File: src/rtl/adc_seq_pkg.sv
package adc_seq_pkg;
  typedef enum logic {
    SEQ_IDLE = 1'b0,
    SEQ_RUN  = 1'b1
  } seq_state_e;

  function automatic int unsigned max2(input int unsigned a, input int unsigned b);
    return (a > b) ? a : b;
  endfunction
endpackage

File: src/rtl/seq_timeline.sv
module seq_timeline #(
  parameter int unsigned LAST = 50,
  parameter int unsigned W    = 6
) (
  input  logic         clk,
  input  logic         rst,
  input  logic         load,
  output logic [W-1:0] tm,
  output logic [W-1:0] tm_nx
);
  localparam logic [W-1:0] LAST_V = W'(LAST);

  always_comb begin
    if (load)              tm_nx = '0;
    else if (tm == LAST_V) tm_nx = LAST_V;
    else                   tm_nx = tm + 1'b1;
  end

  always_ff @(posedge clk) begin
    if (rst) tm <= LAST_V;
    else     tm <= tm_nx;
  end

  // the count advances by one each cycle until it saturates
  a_r2_steady_count: assert property (@(posedge clk) disable iff (rst)
    (!load && tm != LAST_V) |=> (tm == $past(tm) + 1'b1));
endmodule

File: src/rtl/seq_window.sv
module seq_window #(
  parameter int unsigned W     = 6,
  parameter int unsigned BEGIN = 15,
  parameter int unsigned WIDTH = 18
) (
  input  logic         clk,
  input  logic         rst,
  input  logic [W-1:0] tm_nx,
  output logic         pulse
);
  localparam int unsigned STOP = BEGIN + WIDTH;

  always_ff @(posedge clk) begin
    if (rst) pulse <= 1'b0;
    else     pulse <= (32'(tm_nx) >= BEGIN) && (32'(tm_nx) < STOP);
  end
endmodule

File: src/rtl/seq_done.sv
module seq_done #(
  parameter int unsigned W      = 6,
  parameter int unsigned ARM_AT = 19,
  parameter int unsigned DD     = 2
) (
  input  logic         clk,
  input  logic         rst,
  input  logic         load,
  input  logic         run,
  input  logic [W-1:0] tm,
  input  logic         cmplt_n,
  output logic         done_n
);
  localparam int unsigned DW = (DD > 1) ? $clog2(DD) : 1;
  localparam logic [DW-1:0] DCNT_END = DW'(DD - 1);

  logic          seen;
  logic [DW-1:0] dcnt;
  logic          armed;

  assign armed = run && (32'(tm) >= ARM_AT);

  always_ff @(posedge clk) begin
    if (rst) begin
      seen   <= 1'b0;
      dcnt   <= '0;
      done_n <= 1'b1;
    end else if (load) begin
      seen   <= 1'b0;
      dcnt   <= '0;
      done_n <= 1'b1;
    end else if (!seen && done_n && armed && !cmplt_n) begin
      seen <= 1'b1;
      dcnt <= '0;
    end else if (seen && done_n) begin
      if (dcnt == DCNT_END) done_n <= 1'b0;
      else                  dcnt   <= dcnt + 1'b1;
    end
  end

  // done only falls once a completion has been captured
  a_r5_done_needs_cmplt: assert property (@(posedge clk) disable iff (rst)
    $fell(done_n) |-> $past(seen));
endmodule

File: src/rtl/adc_conv_seq.sv
module adc_conv_seq
  import adc_seq_pkg::*;
#(
  parameter int unsigned HOLD_DLY  = 15,
  parameter int unsigned HOLD_W    = 18,
  parameter int unsigned START_DLY = 19,
  parameter int unsigned START_W   = 31,
  parameter int unsigned DONE_DLY  = 2
) (
  input  logic clk,
  input  logic rst,
  input  logic src_start,
  input  logic cmplt_n,
  output logic hold,
  output logic conv_start,
  output logic done_n
);
  localparam int unsigned LAST = max2(HOLD_DLY + HOLD_W, START_DLY + START_W);
  localparam int unsigned CW   = $clog2(LAST + 1);
  localparam logic [CW-1:0] LAST_V = CW'(LAST);

  seq_state_e    st;
  logic          src_q;
  logic          rise;
  logic          ready;
  logic          load;
  logic [CW-1:0] tm;
  logic [CW-1:0] tm_nx;

  assign rise  = src_start && !src_q;
  assign ready = (st == SEQ_IDLE) || (!done_n && tm == LAST_V);
  assign load  = rise && ready;

  always_ff @(posedge clk) begin
    if (rst) begin
      src_q <= 1'b0;
      st    <= SEQ_IDLE;
    end else begin
      src_q <= src_start;
      if (load) st <= SEQ_RUN;
    end
  end

  seq_timeline #(.LAST(LAST), .W(CW)) u_tl (
    .clk(clk), .rst(rst), .load(load), .tm(tm), .tm_nx(tm_nx)
  );

  seq_window #(.W(CW), .BEGIN(HOLD_DLY), .WIDTH(HOLD_W)) u_hold (
    .clk(clk), .rst(rst), .tm_nx(tm_nx), .pulse(hold)
  );

  seq_window #(.W(CW), .BEGIN(START_DLY), .WIDTH(START_W)) u_start (
    .clk(clk), .rst(rst), .tm_nx(tm_nx), .pulse(conv_start)
  );

  seq_done #(.W(CW), .ARM_AT(START_DLY), .DD(DONE_DLY)) u_done (
    .clk(clk), .rst(rst), .load(load), .run(st == SEQ_RUN), .tm(tm),
    .cmplt_n(cmplt_n), .done_n(done_n)
  );

  // reset leaves every output idle
  a_r1_reset_idle: assert property (@(posedge clk)
    rst |=> (!hold && !conv_start && done_n));

  // the hold control is already up when the start strobe rises
  a_r3_hold_covers_start: assert property (@(posedge clk) disable iff (rst)
    $rose(conv_start) |-> hold);

  // done cannot fall before the start strobe plus the done delay
  a_r5_done_not_early: assert property (@(posedge clk) disable iff (rst)
    $fell(done_n) |-> (32'(tm) >= START_DLY + 1 + DONE_DLY));

  // the timeline is never restarted while busy
  a_r6_no_restart: assert property (@(posedge clk) disable iff (rst)
    (st == SEQ_RUN && !(!done_n && tm == LAST_V)) |=> (tm != '0));

  // done only returns high on an accepted start
  a_r7_done_release: assert property (@(posedge clk) disable iff (rst)
    $rose(done_n) |-> (tm == '0));
endmodule

File: config.mk
export PLATFORM = sky130hd
export DESIGN_NAME = adc_conv_seq
export DESIGN_NICKNAME = d
export VERILOG_FILES = /design/src/rtl/adc_seq_pkg.sv /design/src/rtl/seq_timeline.sv /design/src/rtl/seq_window.sv /design/src/rtl/seq_done.sv /design/src/rtl/adc_conv_seq.sv
export SDC_FILE = /design/constraint.sdc
export NUM_CORES = 1
export LEC_CHECK = 0
export BUFFER_PORTS_ARGS = -buffer_cell sky130_fd_sc_hd__buf_2
export CAP_MARGIN = 15
export CORE_MARGIN = 2
export CORE_UTILIZATION = 51
export DETAILED_ROUTE_END_ITERATION = 12
export MAX_ROUTING_LAYER = met4
export PLACE_DENSITY = 0.71
export SYNTH_ARGS = -nofsm -noshare
export SYNTH_HDL_FRONTEND = slang
export SYNTH_SLANG_ARGS = --single-unit
File: constraint.sdc
create_clock -name clk -period 2.46 [get_ports clk]
set_input_delay 0.123 -clock clk [delete_from_list [all_inputs] [get_ports clk]]
set_output_delay 0.123 -clock clk [all_outputs]
set_load 0.01 [all_outputs]
# After elaboration in Yosys (flattened, before gate mapping)
# Cells that the tools add are included.
[word_totals]
word_cells = 39
input_bits = 4
regBits = 13
[classes]
reduce_logical = 18
magnitude_cmp = 5
eq_ne = 1
add_sub_neg = 2
mux = 3
bitwise = 2
[ops]
columns = ["cell", "count"]
rows = [
  ["$ge 6x5->1 const B", 2],
  ["$lt 6x6->1 const B", 2],
  ["$mux 6", 2],
  ["$logic_and 1x1->1", 10],
  ["$add 6x1->6 const B", 1],
  ["$eq 6x6->1 const B", 1],
  ["$ge 6x4->1 const B", 1],
  ["$logic_not 1->1", 4],
  ["$reduce_and 3->1", 1],
  ["$reduce_or 3->1", 1],
  ["$not 1->1", 2],
  ["$reduce_or 2->1", 1],
  ["$add 1x1->1 const B", 1],
  ["$logic_or 1x1->1", 1],
  ["$mux 1", 1],
]

# Longest topological paths before layout
[depth]
ltp_word = 7
depth_mapped = 7
depth_no_buf = 6

# Hierarchy
# A second synthesis with hierarchy kept.
[hier_totals]
cells_unflattened = 70
hier_area_um2 = 650.6
[by_module_without_submodules]
columns = ["module", "area_per_inst_um2", "instances", "cells_per_inst"]
rows = [
  ["seq_timeline", 300.3, 1, 34],
  ["seq_done", 147.6, 1, 14],
  ["adc_conv_seq", 87.6, 1, 10],
  ["seq_window at u_hold", 57.6, 1, 7],
  ["seq_window at u_start", 57.6, 1, 5],
]

# Worst setup path before layout
# Ideal clock, no wire load.
[synth_timing]
path_type = "reg-to-reg"
startpoint = "reg u_tl.tm[0]"
endpoint = "reg u_start.pulse"
setup_ns = 0.092
synth_period_minus_slack_ns = 1.790
arrival_time_ns = 1.698
setup_slack_ns = 0.670
stages_incl_launch_ff = 8
cell_sequence = "dfxtp_1 buf_6 inv_1 ha_1 and3_1 a211o_1 or4_1 o32ai_1"
[synth_via]
elab_chain_len = 7
[synth_lines]
columns = ["item", "line_no", "text"]
rows = [
  ["from (decl)", "seq_timeline.sv:8", "output logic [W-1:0] tm,"],
  ["from (signal assigned)", "seq_timeline.sv:21", "else tm <= tm_nx;"],
  ["parallel branches: the longest is 4 deep, another holds $add 6x1->6", "-", ""],
  ["$mux 6 (*)", "seq_timeline.sv:14", "if (load) tm_nx = '0;"],
  ["$ge 6x5->1 / $lt 6x6->1 (equally long branches)", "seq_window.sv:15", "else pulse <= (32'(tm_nx) >= BEGIN) && (32'(tm_nx) < STOP);"],
  ["$logic_and 1x1->1 (*)", "seq_window.sv:15", ""],
  ["to (signal assigned)", "seq_window.sv:15", ""],
  ["to (decl)", "seq_window.sv:9", "output logic pulse"],
]
# Every way passes the cells marked *.
# A chain may end at the register's enable or synchronous reset.

# Worst setup path after layout
# Ends and elaborated chain as after synthesis.

==> impl_results.md <==
- Number of filler instances in the final layout: about 140
- Synthesis-to-layout area growth: 2.71%
- Setup slack of the critical path after layout: ~0.30 ns
- Gates resized, CTS repair: 0
- Total clock buffers created by CTS: 3
- Vias after detailed routing: about 640
- Synth warn: 0
- Hold bufs inserted after CTS: 0
- Grt total ovfl: 0
- Highest fanout seen on the critical path: 11
- Number of enable flip-flop cells after synthesis: 0
- Beginning of the critical path: u_tl.tm[0]$_SDFF_PP0_
- Number of antenna-violating nets in the routed design: 0
- Clock Skews: roughly 0.011 ns
- Fin crit share: between 80% and 90%
- Number of port buffers: 6
- DRC viols: 0
- Share of the core filled with cells: between 50% and 60%
- Critical path data arrival time: between 2 and 2.5 ns
- Horiz. Die Dim: 43.2 um
- Worst setup SP type: register
- Syn_area_per_cell: ~9.3 um2
- Cell accounting for the most synthesized area: sky130_fd_sc_hd__dfxtp_1
- Place WS: 0.364 ns
- Area fraction of the dominant cell type after synthesis: 33.2%
- Via density: ~6.1
- Crit path buffers/inverters: 0
- Family with the most delay on the worst path: simple AND/OR/NAND/NOR gates
- Minimum period implied by the final worst setup slack: ~2.2 ns
- Number of hold violations in the final report: 0
- Core Area: between 1000 and 1500 um2
- Largest stage delay, worst path: approximately 0.54 ns
- Sequential area share after synthesis: 33.2%
- Final number of setup-violating endpoints: 0
- Distinct cell type count of the synthesized netlist: between 40 and 50
- Power density cells: between 600 and 700 nW/um2
- Initial core utilization: 53.3%
- Status: complete, no violations
- FF+latch count, synth: 13
- Cell at the slowest stage of the critical path: sky130_fd_sc_hd__or4_1
- Asr flop ratio synth: 0%
- TritonCTS clock tree: yes
- Maximum operating frequency: 464 MHz
- Leading cell types by total area after synthesis: sky130_fd_sc_hd__dfxtp_1 (33%), sky130_fd_sc_hd__xor2_1 (4.5%), sky130_fd_sc_hd__buf_6 (4.3%)
- Number of standard cells in the final layout excluding fillers: roughly 110
- Number of global-route vias before repair: 527
- Ant. Diodes: 0
- Number of standard cells after synthesis: 84
- Total number of nets in the final design: 96
- CP required: approximately 2.6 ns
- Launch instance of the worst min-delay path: src_start
- Bufs on Longest Clock Path: 2
- Hold/Removal Path Class: in -> reg
- Fraction of layout instances using a drive strength above 1: between 20 and 25%
- Chip Height: approximately 43 um
- Unrepaired setup endpoints after global routing: false
- Worst vdd ir: roughly 390 uV
- Cell Area, Synth: between 700 and 800 um2
- Cells along the critical path: ha_1 > nand3_1 > xor2_1 > or4_1 > o32ai_1
- Most instantiated cells after synthesis: sky130_fd_sc_hd__dfxtp_1 (13), sky130_fd_sc_hd__nor2_1 (8), sky130_fd_sc_hd__nand3_1 (4), sky130_fd_sc_hd__xor2_1 (4)
- Final sum of negative setup slack: 0 ns
- Critical Setup Path Class: reg -> reg
- DIE AREA: between 1500 and 2000 um2
- Total track usage: between 10% and 20%
- Post CTS Setup Buffer Count: 0
- Clock sinks: 13
- Cells after DPL: approximately 100
- Post-detailed-placement cell area: 779 um2
- Detailed placer's ending HPWL: 1010 um
- P_leak: around 0.34 nW
- Relative slew slack: between 60 and 70%
- Number of violations of the max-capacitance limit: 0
- Total wire length after detailed routing: roughly 1400 um
- Count of pins on the block boundary: 7
- Pre-Repair DR Iteration Count: 4
- Ys flop type: sky130_fd_sc_hd__dfxtp_1
- Row count: 14
- Maximum number of pins on one net before global-route repair: 15
- Finished Cell Area: between 800 and 900 um2
- Most frequent cell after synthesis: sky130_fd_sc_hd__dfxtp_1
- Global-route wire length before repair: 2340 um
- H-Tree Level Count: 1
- Reg clk slew, reported paths: ~0.08 ns
- Cell at the root of the clock tree: sky130_fd_sc_hd__clkbuf_4
- Clock network latency to the later pin of the worst-skew pair: between 0.2 and 0.3 ns
- Kind of end point of the critical path: register
- Nets in the synthesized netlist: 90
- Routability Congestion: roughly 0.79
- Worst-margin pin slew: 0.509 ns
- R2R Path Start: u_tl.tm[0]$_SDFF_PP0_
- DR WL/cell: roughly 13 um
- Starting DRC count in detailed routing: 17
- Slew Limit Fails: 0
- Number of antenna violations at the first check in global routing: 0
-- metal layers --
metal	global-route usage [%]	up-vias	wire length, um
li1	-	319	-
met1	22.3	300	692
met2	25.7	17	657
met3	6.38	0	61
met4	3.64	0	0
met5	-	-	0
-- cell families (layout without fill, tap and decap cells) --
kind of cell / count (synthesis) / in the layout / synth area share, %
and+or+nand+nor: 35 / 35 / 26.8
buffers and inverters: 6 / 11 / 7.50
AOI/OAI and AO/OA: 22 / 22 / 22.6
xor gates and xnor gates: 6 / 6 / 6.70
adders and majority gates: 2 / 2 / 3.19
DFF: 13 / 13 / 33.2
-- registers in the layout, summed over array words and instances (netlist names) --
register and count:
src_q 1, u_tl.tm 6, st 1, u_done.done_n 1, u_hold.pulse 1, u_done.seen 1
u_start.pulse 1, u_done.dcnt 1
-- cell type report --
class | instances | area (um2) | share of cell area [%]
clock buffer | 4 | 26.3 | 3.26
inverter | 1 | 3.75 | 0.466
multi-input combinational | 65 | 465 | 57.8
sequential | 13 | 260 | 32.3
tap | 16 | 20.0 | 2.48
timing repair buffer | 6 | 30.0 | 3.73
-- report_power, final --
| group | leakage, nW | switching [mW] | internal [mW] |
|---|---|---|---|
| sequential | 0.107 | 0.0256 | 0.227 |
| combinational | 0.214 | 0.0655 | 0.0618 |
| clock | 0.0150 | 0.0674 | 0.0629 |
-- path summary, 6_finish.rpt --
check	endpoint	slack [ns]	depth (start not counted)
min reg2reg	u_done.done_n$_SDFFE_PP1P_	0.49	2
max reg2reg	u_start.pulse$_SDFF_PP0_	0.30	5
min	src_q$_SDFF_PP0_	0.08	2
max	u_start.pulse$_SDFF_PP0_	0.30	5
-- through the flow --
stage | hold slack [ns] | total power [mW]
finish | 0.0768 | 0.511
global route | 0.104 | 0.538
CTS | 0.0741 | 0.514
detailed placement | 0.366 | 0.383
global placement | 0.359 | 0.382
floorplan | 0.195 | 0.364
-- layout by cell type (no fill, tap or decap), types with 2 or more instances in the layout --
cell / synthesis / layout
sky130_fd_sc_hd__ha_1: 2 / 2
sky130_fd_sc_hd__or2_2: 2 / 2
sky130_fd_sc_hd__nand3_1: 4 / 4
sky130_fd_sc_hd__clkbuf_4: 0 / 3
sky130_fd_sc_hd__xnor2_1: 2 / 2
sky130_fd_sc_hd__nor3_1: 2 / 2
sky130_fd_sc_hd__a211o_1: 2 / 2
sky130_fd_sc_hd__dfxtp_1: 13 / 13
sky130_fd_sc_hd__nor3b_1: 2 / 2
sky130_fd_sc_hd__o21bai_1: 3 / 3
sky130_fd_sc_hd__a21oi_1: 3 / 3
sky130_fd_sc_hd__xor2_1: 4 / 4
sky130_fd_sc_hd__and2b_2: 2 / 2
sky130_fd_sc_hd__nand2_1: 3 / 3
sky130_fd_sc_hd__o21ai_0: 2 / 2
sky130_fd_sc_hd__buf_2: 0 / 6
sky130_fd_sc_hd__and2_2: 2 / 2
sky130_fd_sc_hd__nor2_1: 8 / 8
-- worst register-to-register path, delay by kind of cell, from the launching register on --
kind	cells	cell delay, ns
and+or+nand+nor	2	0.75
AOI/OAI and AO/OA	1	0.13
DFF	1	0.53
xor gates and xnor gates	1	0.22
adders and majority gates	1	0.43
Power figures use the tool's default switching activity.
